File: src/rtl/acmp_pkg.sv
package acmp_pkg;

    localparam int REG_W    = 8;
    localparam int BIT_DIS  = 7;
    localparam int BIT_REF  = 6;
    localparam int BIT_OUT  = 5;
    localparam int BIT_FLAG = 4;
    localparam int BIT_IE   = 3;
    localparam int BIT_CAP  = 2;

    typedef enum logic [1:0] {
        MODE_TOGGLE = 2'b00,
        MODE_RSVD   = 2'b01,
        MODE_FALL   = 2'b10,
        MODE_RISE   = 2'b11
    } acmp_mode_e;

    typedef struct packed {
        logic       dis;
        logic       ref_sel;
        logic       ie;
        logic       cap;
        acmp_mode_e mode;
    } acmp_ctl_t;

    function automatic acmp_ctl_t ctl_from_bus(input logic [REG_W-1:0] w);
        acmp_ctl_t c;
        c.dis     = w[BIT_DIS];
        c.ref_sel = w[BIT_REF];
        c.ie      = w[BIT_IE];
        c.cap     = w[BIT_CAP];
        c.mode    = acmp_mode_e'(w[1:0]);
        return c;
    endfunction

    function automatic logic [REG_W-1:0] reg_image(input acmp_ctl_t c,
                                                   input logic outv,
                                                   input logic flag);
        logic [REG_W-1:0] r;
        r           = '0;
        r[BIT_DIS]  = c.dis;
        r[BIT_REF]  = c.ref_sel;
        r[BIT_OUT]  = outv;
        r[BIT_FLAG] = flag;
        r[BIT_IE]   = c.ie;
        r[BIT_CAP]  = c.cap;
        r[1:0]      = c.mode;
        return r;
    endfunction

    function automatic logic mode_event(input acmp_mode_e m,
                                        input logic cur,
                                        input logic prev);
        logic hit;
        case (m)
            MODE_TOGGLE: hit = cur ^ prev;
            MODE_FALL:   hit = prev & ~cur;
            MODE_RISE:   hit = cur & ~prev;
            default:     hit = 1'b0;
        endcase
        return hit;
    endfunction

endpackage

File: src/rtl/acmp_sync.sv
module acmp_sync #(
    parameter int STAGES = 2
) (
    input  logic clk,
    input  logic rst,
    input  logic din,
    output logic cur,
    output logic prev
);
    logic [STAGES-1:0] stg;

    generate
        for (genvar i = 0; i < STAGES; i++) begin : g_stage
            if (i == 0) begin : g_first
                always_ff @(posedge clk) begin
                    if (rst) stg[0] <= 1'b0;
                    else     stg[0] <= din;
                end
            end else begin : g_next
                always_ff @(posedge clk) begin
                    if (rst) stg[i] <= 1'b0;
                    else     stg[i] <= stg[i-1];
                end
            end
        end
    endgenerate

    always_ff @(posedge clk) begin
        if (rst) prev <= 1'b0;
        else     prev <= stg[STAGES-1];
    end

    assign cur = stg[STAGES-1];
endmodule

File: src/rtl/acmp_flag.sv
module acmp_flag
    import acmp_pkg::*;
(
    input  logic       clk,
    input  logic       rst,
    input  acmp_mode_e mode,
    input  logic       cur,
    input  logic       prev,
    input  logic       clr_write,
    input  logic       clr_ack,
    output logic       ev_hit,
    output logic       flag_q
);
    logic clr_any;

    assign ev_hit  = mode_event(mode, cur, prev);
    assign clr_any = clr_write | clr_ack;

    always_ff @(posedge clk) begin
        if (rst)          flag_q <= 1'b0;
        else if (ev_hit)  flag_q <= 1'b1;
        else if (clr_any) flag_q <= 1'b0;
    end
endmodule

File: src/rtl/acmp_insel.sv
module acmp_insel #(
    parameter int NUM_CHAN = 12,
    parameter int CODE_W   = 4
) (
    input  logic                ref_sel,
    input  logic                mux_en,
    input  logic [CODE_W-1:0]   chan_code,
    output logic                pos_ref_sel,
    output logic                pos_pin_sel,
    output logic                neg_pin_sel,
    output logic [NUM_CHAN-1:0] chan_onehot,
    output logic                sel_invalid
);
    logic code_ok;

    assign code_ok     = int'(chan_code) < NUM_CHAN;
    assign pos_ref_sel = ref_sel;
    assign pos_pin_sel = ~ref_sel;
    assign neg_pin_sel = ~mux_en;
    assign sel_invalid = mux_en & ~code_ok;

    generate
        for (genvar c = 0; c < NUM_CHAN; c++) begin : g_chan
            assign chan_onehot[c] = mux_en && (chan_code == CODE_W'(c));
        end
    endgenerate
endmodule

File: src/rtl/acmp_ctrl.sv
module acmp_ctrl
    import acmp_pkg::*;
#(
    parameter int SYNC_STAGES = 2,
    parameter int NUM_CHAN    = 12,
    parameter int CODE_W      = 4
) (
    input  logic                clk,
    input  logic                rst,
    input  logic                bus_sel,
    input  logic                bus_we,
    input  logic [REG_W-1:0]    bus_wdata,
    output logic [REG_W-1:0]    bus_rdata,
    input  logic                raw_cmp,
    input  logic                mux_en,
    input  logic [CODE_W-1:0]   chan_code,
    input  logic                gie,
    input  logic                vec_ack,
    output logic                irq,
    output logic                pwr_down,
    output logic                pos_ref_sel,
    output logic                pos_pin_sel,
    output logic                neg_pin_sel,
    output logic [NUM_CHAN-1:0] chan_onehot,
    output logic                sel_invalid,
    output logic                capture_en
);
    acmp_ctl_t ctl_q;
    logic      wr_en;
    logic      raw_eff;
    logic      out_cur;
    logic      out_prev;
    logic      ev_hit;
    logic      flag_q;

    assign wr_en = bus_sel & bus_we;

    always_ff @(posedge clk) begin
        if (rst)        ctl_q <= '0;
        else if (wr_en) ctl_q <= ctl_from_bus(bus_wdata);
    end

    // A powered-down comparator drives 0; edges caused by this are kept.
    assign raw_eff = raw_cmp & ~ctl_q.dis;

    acmp_sync #(.STAGES(SYNC_STAGES)) u_sync (
        .clk  (clk),
        .rst  (rst),
        .din  (raw_eff),
        .cur  (out_cur),
        .prev (out_prev)
    );

    acmp_flag u_flag (
        .clk       (clk),
        .rst       (rst),
        .mode      (ctl_q.mode),
        .cur       (out_cur),
        .prev      (out_prev),
        .clr_write (wr_en & bus_wdata[BIT_FLAG]),
        .clr_ack   (vec_ack),
        .ev_hit    (ev_hit),
        .flag_q    (flag_q)
    );

    acmp_insel #(.NUM_CHAN(NUM_CHAN), .CODE_W(CODE_W)) u_insel (
        .ref_sel     (ctl_q.ref_sel),
        .mux_en      (mux_en),
        .chan_code   (chan_code),
        .pos_ref_sel (pos_ref_sel),
        .pos_pin_sel (pos_pin_sel),
        .neg_pin_sel (neg_pin_sel),
        .chan_onehot (chan_onehot),
        .sel_invalid (sel_invalid)
    );

    assign irq        = flag_q & ctl_q.ie & gie;
    assign pwr_down   = ctl_q.dis;
    assign capture_en = ctl_q.cap;
    assign bus_rdata  = bus_sel ? reg_image(ctl_q, out_cur, flag_q) : '0;
endmodule

File: config.mk
export PLATFORM = sky130hd
export DESIGN_NAME = acmp_ctrl
export DESIGN_NICKNAME = d
export VERILOG_FILES = /design/src/rtl/acmp_pkg.sv /design/src/rtl/acmp_sync.sv /design/src/rtl/acmp_flag.sv /design/src/rtl/acmp_insel.sv /design/src/rtl/acmp_ctrl.sv
export SDC_FILE = /design/constraint.sdc
export NUM_CORES = 1
export LEC_CHECK = 0
export ABC_AREA = 1
export ABC_CLOCK_PERIOD_IN_PS = 1100
export BUFFER_PORTS_ARGS = -buffer_cell sky130_fd_sc_hd__buf_4
export CORE_MARGIN = 5
export CORE_UTILIZATION = 35
export DETAILED_ROUTE_END_ITERATION = 8
export GPL_TIMING_DRIVEN = 0
export PLACE_DENSITY = 0.74
export SLEW_MARGIN = 20
export SYNTH_ARGS = -nofsm -noshare
export SYNTH_HDL_FRONTEND = slang
export SYNTH_SLANG_ARGS = --single-unit
export TNS_END_PERCENT = 1
File: constraint.sdc
create_clock -name clk -period 1.1 [get_ports clk]
set_input_delay 0.165 -clock clk [delete_from_list [all_inputs] [get_ports clk]]
set_output_delay 0.165 -clock clk [all_outputs]
set_load 0.02 [all_outputs]
==> PnR_summary.wiki <==
{| class="wikitable"
! Metric !! Value
|-
| Routability Congestion || ~0.74
|-
| Antenna violations before repair || 0
|-
| FF+latch count, synth || 10
|-
| Fraction of final layout cells with drive strength greater than 1 || 44.7%
|-
| Net switching component of the power || ~0.25 mW
|-
| Sum of negative setup slack || 0 ps
|-
| Die span in x || between 50 and 60 microns
|-
| Worst ir drop on vdd || approximately 0.6 mV
|-
| Number of distinct library cells after synthesis || 17
|-
| Setup slack on the worst flop-to-flop path || roughly 70 ps
|-
| Fraction of post-synthesis cell area in the top cell type by area || about a third
|-
| TritonCTS sink count || 10
|-
| Headroom to the max-slew limit || roughly 85%
|-
| Final setup slack of the worst path || roughly 52 ps
|-
| Area growth, synth to finish || 66.4%
|-
| Min-delay worst type || in -> reg
|-
| Required time of the critical path || around 940 ps
|-
| Combinational share of power || approximately 25%
|-
| Crit path launch type || flip-flop
|-
| Leading area contributor after synthesis || sky130_fd_sc_hd__dfxtp_1
|-
| Final clock period utilization by the worst path || a little over nine tenths
|-
| Aggregate global routing overflow || 0
|-
| Diodes inserted || 0
|-
| Syn nets || ~120
|-
| Minimum period implied by the final worst setup slack || around 1000 ps
|-
| Initial core utilization || 35.9%
|-
| Clock slew at the register clock pins of the worst setup and hold paths || around 60 ps
|-
| Count of port buffers added during placement || 43
|-
| Post-route ant nets || 0
|-
| Fraction of power consumed by the clock network || 33.2%
|-
| Async set or reset register ratio after synthesis || 0%
|-
| Number of max-cap violations || 0
|-
| CTS tree || done
|-
| Slowest cell on the critical path || sky130_fd_sc_hd__dfxtp_1
|-
| Sort of element at the end of the critical path || output pin
|-
| Vias || 711
|-
| Initial DRC Count || 6
|-
| Cell area after synthesis || ~610 sq um
|-
| Filler instances || between 150 and 200
|-
| Total of hold buffers inserted after clock tree synthesis || 0
|-
| Routed Wire Length || 1620 microns
|-
| Power density over the cells || 934 nW/um^2
|-
| Mean post-synth cell area || 6.53 sq um
|-
| Cells after Synth || 93
|-
| Crit path max fanout || 3
|-
| Top_reg_cell synth || sky130_fd_sc_hd__dfxtp_1
|-
| Root buf cell || sky130_fd_sc_hd__clkbuf_4
|-
| Result of the run || complete, no violations
|-
| Worst-skew pair later-pin latency || 250 ps
|-
| Vertical die dimension || ~52 microns
|-
| Number of enable-type register cells in the synthesized netlist || 0
|-
| Crit path largest cell delay || between 300 and 400 ps
|-
| Buffers from clock root to sink, at most || 2
|-
| I/O pin cnt || 47
|-
| Path type of the worst setup path || reg -> out
|-
| Sequential share of power || around two fifths
|-
| Final Instance Count excl. Fillers || 158
|-
| Final hold violation count || 0
|-
| Peak clock frequency supported by timing || approximately 950 MHz
|-
| DRC violations left || 0
|-
| Int Pwr || between 0.6 and 0.7 mW
|-
| Core Rows || 15
|-
| Core Area || between 1500 and 2000 sq um
|-
| Number of buffers inserted during clock tree synthesis || 3
|-
| Aggregate global-route resource usage || between 10% and 20%
|-
| Die area || roughly 2700 sq um
|-
| Sequential share of the synthesized area || 33.0%
|-
| Mean routed wirelength per cell || roughly 10 microns
|-
| Leakage power figure || ~0.58 nW
|-
| Vias in the first global route || approximately 670
|-
| Clock skew after layout || 4.51 ps
|-
| Number of cells in the design after placement || 153
|-
| Fin nets || around 160
|-
| Commonest cells in the netlist || sky130_fd_sc_hd__nand2_1, sky130_fd_sc_hd__nor2_1, sky130_fd_sc_hd__inv_1
|-
| Estimated wirelength of the detail-placed design || roughly 1400 microns
|-
| Final Setup Violations || 0
|-
| Data arrival, critical path || about 900 ps
|-
| Final Slew Violations || 0
|-
| Fraction of power spent switching nets || 26.7%
|-
| Most frequent cell after synthesis || sky130_fd_sc_hd__nand2_1
|-
| CTS HTree Levels || 1
|-
| Global-route wire length before repair || between 2000 and 3000 microns
|-
| Worst slack at placement || roughly 17 ps
|-
| Syn. warnings || 0
|-
| Via density per instance || around 4.5
|-
| Ordered list of cells on the worst path || and3_1, buf_4
|-
| Synth top area cells || sky130_fd_sc_hd__dfxtp_1, sky130_fd_sc_hd__nand2_1, sky130_fd_sc_hd__nor2_1, sky130_fd_sc_hd__inv_1, sky130_fd_sc_hd__a211oi_2
|-
| RSZ-0062 raised after global routing || true
|-
| Maximum number of pins on one net before global-route repair || 11
|-
| Least-Margin Pin Slew || ~230 ps
|-
| Number of optimization iterations in the first detailed-route pass || 2
|}
[flip-flops by register name (all words and copies together) (netlist names)]
register / cells
u_sync.cur: 1
ctl_q: 4
u_sync.stg: 1
capture_en: 1
u_sync.prev: 1
u_flag.flag_q: 1
pwr_down: 1
[critical path, delay by kind of cell (launching register included)]
family | cells | cell delay (ps)
DFF | 1 | 350
buffers and inverters | 1 | 130
and+or+nand+nor | 1 | 150
[area by class of cell]
type / instances / area, sq um / area share [%]
Sequential cell: 10 / 203 / 20.1
Timing Repair Buffer: 44 / 330 / 32.7
Tap cell: 17 / 21.3 / 2.11
Buffer: 2 / 16.3 / 1.61
Inverter: 21 / 80.1 / 7.93
Multi-Input combinational cell: 60 / 323 / 32.0
Clock buffer: 4 / 36.3 / 3.59
[worst paths after layout]
check	depth (start not counted)	start	endpoint
worst max-delay path	2	ctl_q[3]	irq
worst min-delay path	3	bus_wdata[2]	capture_en
worst max register to register	6	u_sync.cur	u_flag.flag_q
worst min register to register	2	u_sync.stg[0]	u_sync.cur
[stage by stage]
step,power [mW],instance area [sq um],utilization (%),hold WS (ps)
5_1_grt,1.00,1010,59.8,160
6_report,0.944,1010,59.8,165
3_3_place_gp,0.631,951,56.3,389
4_1_cts,0.956,988,58.5,156
2_1_floorplan,0.525,607,-,317
3_5_place_dp,0.636,951,56.3,399
[cell usage in the layout, fill, tap and decap left out]
cell type                   n
sky130_fd_sc_hd__dfxtp_1    8
sky130_fd_sc_hd__ha_4       1
sky130_fd_sc_hd__clkbuf_8   1
sky130_fd_sc_hd__ha_1       1
sky130_fd_sc_hd__nor3_1     1
sky130_fd_sc_hd__nor3b_1    1
sky130_fd_sc_hd__nand3b_1   1
sky130_fd_sc_hd__buf_2      1
sky130_fd_sc_hd__nand2_4    1
sky130_fd_sc_hd__nand3_1    6
sky130_fd_sc_hd__inv_1     18
sky130_fd_sc_hd__buf_4     44
sky130_fd_sc_hd__clkinv_2   1
sky130_fd_sc_hd__a211oi_2   3
sky130_fd_sc_hd__nor2_1    20
sky130_fd_sc_hd__clkbuf_4   3
sky130_fd_sc_hd__nand2_1   21
sky130_fd_sc_hd__and3_1     1
sky130_fd_sc_hd__dfxtp_2    2
sky130_fd_sc_hd__a21oi_2    3
sky130_fd_sc_hd__buf_6      1
sky130_fd_sc_hd__inv_2      2
[metal layers]
layer | up-vias | global-route usage [%] | wire length, microns
met5 | - | 0 | 0
met4 | 0 | 2.62 | 0
met3 | 0 | 3.15 | 178
met2 | 34 | 22.5 | 791
met1 | 304 | 14.6 | 650
li1 | 373 | - | -
[kinds of logic (layout without fill, tap and decap cells)]
| kind of cell | after synthesis | in the layout | share of synthesized area, % |
|---|---|---|---|
| AND/OR/NAND/NOR | 52 | 52 | 36.5 |
| buffers and inverters | 23 | 71 | 15.9 |
| flip-flops | 10 | 10 | 33.0 |
| AO/OA/AOI/OAI | 6 | 6 | 10.5 |
| adder cells (fa/ha/maj) | 2 | 2 | 4.12 |
[power by group through the flow]
| stage | logic, mW | clock network, mW | registers (mW) |
|---|---|---|---|
| 3_3_place_gp | 0.229 | 0 | 0.402 |
| 6_report | 0.234 | 0.313 | 0.396 |
| 3_5_place_dp | 0.233 | 0 | 0.403 |
| 5_1_grt | 0.259 | 0.346 | 0.399 |
| 2_1_floorplan | 0.118 | 0 | 0.407 |
| 4_1_cts | 0.234 | 0.328 | 0.395 |
[what timing repair did]
action | CTS | global route
pin swaps | 0 | 1
gates resized for setup | 1 | 3
setup buffers | 0 | 1
setup endpoints to repair | 1 | 3
Note: power is estimated with default switching activity, not from simulation.
